`config.mk`:
```
export PLATFORM = sky130hd
export DESIGN_NAME = port_fail_policy
export DESIGN_NICKNAME = d
export VERILOG_FILES = /design/src/rtl/pfp_pkg.sv /design/src/rtl/pfp_fail_detect.sv /design/src/rtl/pfp_sticky_w1c.sv /design/src/rtl/pfp_policy_fsm.sv /design/src/rtl/port_fail_policy.sv
export SDC_FILE = /design/constraint.sdc
export NUM_CORES = 1
export LEC_CHECK = 0
export BUFFER_PORTS_ARGS = -buffer_cell sky130_fd_sc_hd__buf_2
export CAP_MARGIN = 5
export CORE_MARGIN = 3
export CORE_UTILIZATION = 35
export CTS_BUF_LIST = sky130_fd_sc_hd__clkbuf_4 sky130_fd_sc_hd__clkbuf_8
export CTS_CLUSTER_SIZE = 10
export DETAILED_ROUTE_END_ITERATION = 16
export GPL_ROUTABILITY_DRIVEN = 0
export PLACE_DENSITY = 0.76
export RECOVER_POWER = 25
export SYNTH_ARGS = -nofsm -noshare
export SYNTH_HDL_FRONTEND = slang
export SYNTH_HIERARCHICAL = 1
export SYNTH_SLANG_ARGS = --single-unit
```
`constraint.sdc`:
```
create_clock -name clk -period 1.6 [get_ports clk]
set_clock_uncertainty 0.05 [all_clocks]
set_input_delay 0.24 -clock clk [delete_from_list [all_inputs] [get_ports clk]]
set_output_delay 0.24 -clock clk [all_outputs]
set_load 0.005 [all_outputs]
```
`src/rtl/pfp_pkg.sv`:
```
package pfp_pkg;

    typedef enum logic [1:0] {
        ST_RUN     = 2'd0,
        ST_SELDROP = 2'd1,
        ST_STALL   = 2'd2,
        ST_DROPALL = 2'd3
    } pol_state_e;

    typedef enum logic [1:0] {
        POL_CONT    = 2'b00,
        POL_SELDROP = 2'b01,
        POL_STALL   = 2'b10,
        POL_DROPALL = 2'b11
    } policy_e;

endpackage

```
`src/rtl/pfp_fail_detect.sv`:
```
module pfp_fail_detect #(
    parameter int CNT_W = 8
) (
    input  logic [CNT_W-1:0] err_cnt,
    input  logic [CNT_W-1:0] err_thresh,
    output logic             fail_now
);
    localparam logic [CNT_W-1:0] DISABLED = '0;

    always_comb begin
        fail_now = (err_thresh != DISABLED) && (err_cnt >= err_thresh);
    end
endmodule

```
`src/rtl/pfp_sticky_w1c.sv`:
```
module pfp_sticky_w1c (
    input  logic clk,
    input  logic rst_n,
    input  logic set_i,
    input  logic clr_i,
    output logic q
);
    always_ff @(posedge clk) begin
        if (!rst_n) begin
            q <= 1'b0;
        end else if (set_i) begin
            q <= 1'b1;
        end else if (clr_i) begin
            q <= 1'b0;
        end
    end
endmodule

```
`src/rtl/pfp_policy_fsm.sv`:
```
module pfp_policy_fsm
    import pfp_pkg::*;
(
    input  logic       clk,
    input  logic       rst_n,
    input  logic [1:0] policy,
    input  logic       fail_now,
    input  logic       lockout,
    input  logic       fail_flag,
    output pol_state_e st
);
    pol_state_e st_nxt;

    always_ff @(posedge clk) begin
        if (!rst_n) begin
            st <= ST_RUN;
        end else begin
            st <= st_nxt;
        end
    end

    always_comb begin
        st_nxt = st;
        unique case (st)
            ST_RUN: begin
                if (fail_now && !lockout) begin
                    unique case (policy_e'(policy))
                        POL_CONT:    st_nxt = ST_RUN;
                        POL_SELDROP: st_nxt = ST_SELDROP;
                        POL_STALL:   st_nxt = ST_STALL;
                        POL_DROPALL: st_nxt = ST_DROPALL;
                    endcase
                end
            end
            ST_SELDROP: begin
                if (!fail_now) st_nxt = ST_RUN;
            end
            ST_STALL, ST_DROPALL: begin
                if (!fail_flag) st_nxt = ST_RUN;
            end
        endcase
    end
endmodule

```
`src/rtl/port_fail_policy.sv`:
```
module port_fail_policy
    import pfp_pkg::*;
#(
    parameter int CNT_W = 8
) (
    input  logic             clk,
    input  logic             rst_n,
    input  logic             pol_stop,
    input  logic             pol_drop,
    input  logic             lockout,
    input  logic             in_en,
    input  logic             out_en,
    input  logic [CNT_W-1:0] err_cnt,
    input  logic [CNT_W-1:0] err_thresh,
    input  logic             clr_fail,
    input  logic             clr_drop,
    output logic             sts_fail,
    output logic             sts_drop,
    output logic             sts_serial,
    input  logic             up_valid,
    output logic             up_ready,
    output logic             ln_valid,
    input  logic             ln_ready,
    input  logic             rsp_valid,
    input  logic             rsp_nack,
    output logic             rsp_retry,
    output logic             rsp_discard,
    input  logic             rx_valid,
    output logic             rx_acc,
    output logic             rx_nacc
);
    logic       fail_now;
    logic       fail_set;
    logic       drop_evt;
    logic       tx_ok;
    logic       rx_ok;
    pol_state_e st;

    pfp_fail_detect #(.CNT_W(CNT_W)) u_det (
        .err_cnt    (err_cnt),
        .err_thresh (err_thresh),
        .fail_now   (fail_now)
    );

    pfp_policy_fsm u_fsm (
        .clk       (clk),
        .rst_n     (rst_n),
        .policy    ({pol_stop, pol_drop}),
        .fail_now  (fail_now),
        .lockout   (lockout),
        .fail_flag (sts_fail),
        .st        (st)
    );

    assign fail_set = fail_now && !lockout;

    pfp_sticky_w1c u_fail (
        .clk   (clk),
        .rst_n (rst_n),
        .set_i (fail_set),
        .clr_i (clr_fail),
        .q     (sts_fail)
    );

    pfp_sticky_w1c u_drop (
        .clk   (clk),
        .rst_n (rst_n),
        .set_i (drop_evt),
        .clr_i (clr_drop),
        .q     (sts_drop)
    );

    assign sts_serial = 1'b1;
    assign tx_ok      = !lockout && out_en;
    assign rx_ok      = !lockout && in_en;

    always_comb begin
        rx_acc  = rx_valid && rx_ok;
        rx_nacc = rx_valid && !rx_ok;
    end

    always_comb begin
        ln_valid    = 1'b0;
        up_ready    = 1'b0;
        rsp_retry   = 1'b0;
        rsp_discard = 1'b0;
        drop_evt    = 1'b0;
        unique case (st)
            ST_RUN: begin
                ln_valid  = up_valid && tx_ok;
                up_ready  = ln_ready && tx_ok;
                rsp_retry = rsp_valid && rsp_nack;
            end
            ST_SELDROP: begin
                ln_valid    = up_valid && tx_ok;
                up_ready    = ln_ready && tx_ok;
                rsp_discard = rsp_valid && rsp_nack;
                drop_evt    = rsp_valid && rsp_nack;
            end
            ST_STALL: begin
                ln_valid = 1'b0;
                up_ready = 1'b0;
            end
            ST_DROPALL: begin
                up_ready = 1'b1;
                drop_evt = up_valid;
            end
        endcase
    end
endmodule

```
* After elaboration in Yosys (flattened, before gate mapping)
Cells that the tools add are included.
** Operators by class
- Equal/unequal tests :: 9
- Reductions and logical operators :: 19
- $lt $le $gt $ge :: 1
- Multiplexer cells :: 14
** Operator list (count)
- $logic_and A1 B1 Y1 :: 9
- $eq A2 B2 Y1 const B :: 4
- $ge A8 B8 Y1 :: 1
- $pmux W2 S4 :: 1
- $reduce_bool A8 Y1 :: 1
- $mux W1 :: 7
- $mux W2 :: 3
- $ne A2 B2 Y1 const B :: 3
- $pmux W2 S3 :: 1
- $eq A2 B1 Y1 const B :: 2
- $logic_not A2 Y1 :: 2
- $reduce_bool A2 Y1 :: 2
- $reduce_or A2 Y1 :: 2
- $pmux W1 S3 :: 1
- $reduce_and A3 Y1 :: 1
- $logic_not A1 Y1 :: 2
- $pmux W1 S2 :: 1
** Word-level totals
- Logic and storage cells :: 46
- Register bits :: 4
- Output and inout port bits :: 9
- Bits of input ports :: 30

* Longest topological paths before layout
- Word-level depth :: 5
- Depth in mapped cells :: 8
- Mapped depth without buffers :: 8

* Modules after synthesis
The synthesis kept the hierarchy.
** Modules (own cells, without submodules)
- pfp_fail_detect :: cells an instance 30, area each 207.7 um^2, seq. area each 0.0 um^2, instances 1
- port_fail_policy :: cells an instance 16, area each 97.6 um^2, seq. area each 0.0 um^2, instances 1
- pfp_policy_fsm :: cells an instance 8, area each 90.1 um^2, seq. area each 40.0 um^2, instances 1
- pfp_sticky_w1c :: cells an instance 3, area each 41.3 um^2, seq. area each 20.0 um^2, instances 2

* Worst setup path after synthesis
No wires, ideal clock.
- Path kind :: input to register
- From :: in err_thresh[2]
- To :: reg u_fsm.st[1]
- Setup time :: 87 ps
- Buffers on the path :: 0
- Setup slack :: 90 ps
- Required time :: 1463 ps
- Arrival :: 1373 ps
- Cell stages on the path :: 7
- Cells stage by stage :: inv_1 > ha_1 > o21ai_1 > a221o_1 > a31oi_1 > nand4b_1 > o31ai_1
** On the way
- Word-level cells in the longest chain between the ends :: 5
- Elaborated cells between the ends (all ways) :: 7
- Classes of those cells :: order compare: 1; eq/ne: 2; reduce/logical: 4
** RTL lines
- from (decl) :: line port_fail_policy.sv:14 : input logic [CNT_W-1:0] err_thresh,
- $ge A8 B8 Y1 or $reduce_bool A8 Y1 (tied branches) :: line pfp_fail_detect.sv:11 : fail_now = (err_thresh != DISABLED) && (err_cnt >= err_thresh);
- $logic_and A1 B1 Y1 (*) :: line pfp_fail_detect.sv:11
- named net fail_now :: line port_fail_policy.sv:32 : logic fail_now;
- $logic_and A1 B1 Y1 :: line pfp_policy_fsm.sv:26 : if (fail_now && !lockout) begin
- $ne A2 B2 Y1 (no source line)
- $reduce_and A3 Y1 (no source line) (*)
- to (signal assigned) :: line pfp_policy_fsm.sv:18 : st <= st_nxt;
- to (decl) :: line pfp_policy_fsm.sv:10 : output pol_state_e st
Mark *: on every way through the listed nets, which the timed path passes. The rest lies on a longest branch.
A chain may end at the register's enable or synchronous reset.

* Worst setup path after layout
- From :: in err_cnt[0]
- To :: reg u_fsm.st[0]
** On the way
- Word-level cells in the longest chain between the ends :: 5
- Elaborated cells between the ends (all ways) :: 6
- Classes of those cells :: order compare: 1; eq/ne: 2; reduce/logical: 3
** RTL lines
- from (decl) :: line port_fail_policy.sv:13 : input logic [CNT_W-1:0] err_cnt,
- $ge A8 B8 Y1 (*) :: line pfp_fail_detect.sv:11
- $logic_and A1 B1 Y1 (*) :: line pfp_fail_detect.sv:11
- named net fail_now :: line port_fail_policy.sv:32
- $logic_and A1 B1 Y1 :: line pfp_policy_fsm.sv:26
- $ne A2 B2 Y1 (no source line)
- $reduce_and A3 Y1 (no source line) (*)
Marks and branches as above.

==> flow_metrics.tcl <==
set metrics [dict create \
    drive_above_1_share_pct 44.0 \
    wl_per_cell_um 9.68 \
    cp_cell_sequence "buf_2 -> inv_1 -> ha_1 -> o21ai_0 -> a221o_1 -> a31oi_2 -> mux2_1 -> o211a_1" \
    port_buffers 37 \
    utilization_pct 59.6 \
    crit_path_max_incr_delay_ps 300 \
    seq_area_frac_synth_pct 16.8 \
    vdd_drop_max_mv 0.183 \
    synthTopCellsByArea "ha_1, dfxtp_1, inv_1, nor2b_4, nand3_1" \
    crit_type "input port to flip-flop" \
    drv_cap 0 \
    die-width_um 43.0 \
    cts_tree "done" \
    num_antenna_cells 0 \
    multi_input_area_um2 355 \
    crit_path_start_kind "input port" \
    p_seq_share_pct 30.9 \
    pwr-share-comb_pct 34.0 \
    die_area_um2 1850 \
    clockBufferDepth 2 \
    dp_hpwl_um 987 \
    synth_nets 98 \
    grt_pass1_vias 570 \
    drv_slew 0 \
    ff_latch_area_um2 80.1 \
    synthTopCellsByCount "inv_1, ha_1, dfxtp_1, nand3_1" \
    p_leak_nw 0.397 \
    hp-class "input port to flip-flop" \
    die_h_um 43.0 \
    overflow 0 \
    synthDistinctLibCells 29 \
    synth_top_cell_by_area "ha_1" \
    fin_crit_sh_pct 91.5 \
    ys_ff_latch 4 \
    status "finished clean" \
    routed_via_density 4.83 \
    p_per_area_nw_per_um2 500 \
    cp_data_arrival_time_ps 1540 \
    area_growth_pct 47.9 \
    wl_um 1100 \
    post-route-drc-count 0 \
    root_buffer "clkbuf_4" \
    fin_crit_ps 1460 \
    fillers 116 \
    cp_max_fo 3 \
    nets 140 \
    postRouteAntennaNets 0 \
    hold_violations 0 \
    grt_usage_pct 15.0 \
    io_pins 39 \
    grt_pass1_wl_um 2160 \
    rsz0062_at_grt "false" \
    design.core.area_um2 1190 \
    synth_area_um2 478 \
    yosysTopAreaCellShare_pct 20.9 \
    cts.sinks 4 \
    start_util_pct 40.3 \
    dr.pass1.iters 4 \
    synth_most_common_cell "inv_1" \
    rows 12 \
    fin_ws_ps 135 \
    critPathRequiredTime_ps 1670 \
    worstSkewPairLatency_ps 230 \
    async_flop_share_pct 0 \
    clock.fmax_ghz 0.683 \
    p_sw_share_pct 27.8 \
    syn_avg_cell_area_um2 7.97 \
    p_int_mw 0.255 \
    synth_edf_count 0 \
    synth_ff_type "dfxtp_1" \
    synthCells 60 \
    cts_setup_buffers 0 \
    grt_max_degree 11 \
    synth_warnings 6 \
    clock_power_share_pct 35.1 \
    antenna_found_initial 0 \
    drt-initial-drc-count 2 \
    setup_viol 0 \
    path_clk_slew_ps 40 \
    pre_cts_slack_ps -125 \
    endpoint_kind "flip-flop" \
    cts_made_buffers 3 \
    cts.htree.levels 1 \
    net-switching-power_mw 0.0981 \
    cp_slowest_cell "mux2_1" \
    vias 551 \
]
-- per-layer routing --
layer	vias up	track usage (%)	share of wire [%]
met3	0	5.93	12
met1	233	18.3	43
met4	0	5.42	0
met5	-	0	0
met2	26	23.7	45
li1	292	-	-
-- layout make-up --
cell class,instances,share of cell area (%)
well taps,14,2.48
inverters,11,5.84
multi-input cells,44,50.3
repair buffers,38,26.9
clock buffers,3,3.19
flip-flops and latches,4,11.3
-- placed cells by master, fill, tap and decap left out --
| cell type | instances |
|---|---|
| o211a_1 | 1 |
| o31ai_1 | 1 |
| a31oi_2 | 1 |
| nand2b_1 | 1 |
| nand2_1 | 3 |
| o21ai_1 | 1 |
| clkbuf_4 | 3 |
| nor4_1 | 2 |
| nor3b_1 | 1 |
| nor3_1 | 2 |
| nand3b_1 | 1 |
| mux2_1 | 1 |
| ha_1 | 8 |
| buf_4 | 1 |
| nand3_1 | 4 |
| buf_1 | 1 |
| buf_2 | 35 |
| clkbuf_1 | 1 |
| inv_1 | 11 |
| a221o_1 | 1 |
| and2b_1 | 1 |
| a211oi_1 | 1 |
| a21boi_0 | 1 |
| nor2_1 | 1 |
| nand4b_1 | 1 |
| and4bb_2 | 1 |
| conb_1 | 1 |
| dfxtp_1 | 4 |
| o21a_1 | 2 |
| and3_1 | 1 |
| nor2b_4 | 2 |
| o21ai_0 | 3 |
| o21ai_2 | 1 |
-- per-stage QoR --
stage               std cells  total power [mW]  cell area (um^2)  TNS, ps  hold slack, ps
floorplan                  60             0.167               478        0             290
global placement          111             0.227               681     -128             447
detailed placement        111             0.230               681     -268             457
CTS                       114             0.361               703        0             211
global route              114             0.391               707        0             223
finish                    114             0.353               707        0             229
-- registers in the layout, indices dropped and copies added (netlist names) --
signal and count:
u_fail/q 1, u_drop/q 1, u_fsm/st 2
-- kinds of logic after synthesis --
family          count (synthesis)  synth area share [%]
simple gates                   21                  29.6
compound gates                 13                  19.4
mux                             1                  2.36
fa+ha+maj                       8                  20.9
other cells                     1                 0.785
flops                           4                  16.8
buf+inv                        12                  10.2
-- worst paths after layout --
path / start / to / slack (ps) / cells past startpoint
hold / removal: rst_n / u_drop/q / 230 / 2
setup / recovery: err_cnt[0] / u_fsm/st[0] / 140 / 8
setup reg to reg: u_fsm/st[1] / u_fsm/st[0] / 490 / 2
hold reg to reg: u_fail/q / u_fsm/st[1] / 460 / 2
-- power groups by stage --
stage / clock network, mW / logic [mW] / registers (mW)
floorplan: 0 / 0.0566 / 0.110
global placement: 0 / 0.116 / 0.111
detailed placement: 0 / 0.119 / 0.111
CTS: 0.131 / 0.120 / 0.109
global route: 0.140 / 0.140 / 0.110
finish: 0.124 / 0.120 / 0.109
-- worst max-delay path, delay by kind of cell --
| kind | cells | cell delay (ps) |
|---|---|---|
| compound gates | 4 | 610 |
| mux | 1 | 300 |
| fa+ha+maj | 1 | 280 |
| buf+inv | 2 | 100 |
-- timing repair --
item,CTS,global route
hold buffers,0,0
resized for setup,0,1
endpoints found under the setup margin,0,1
No activity file was read; power rests on OpenSTA's default activity.
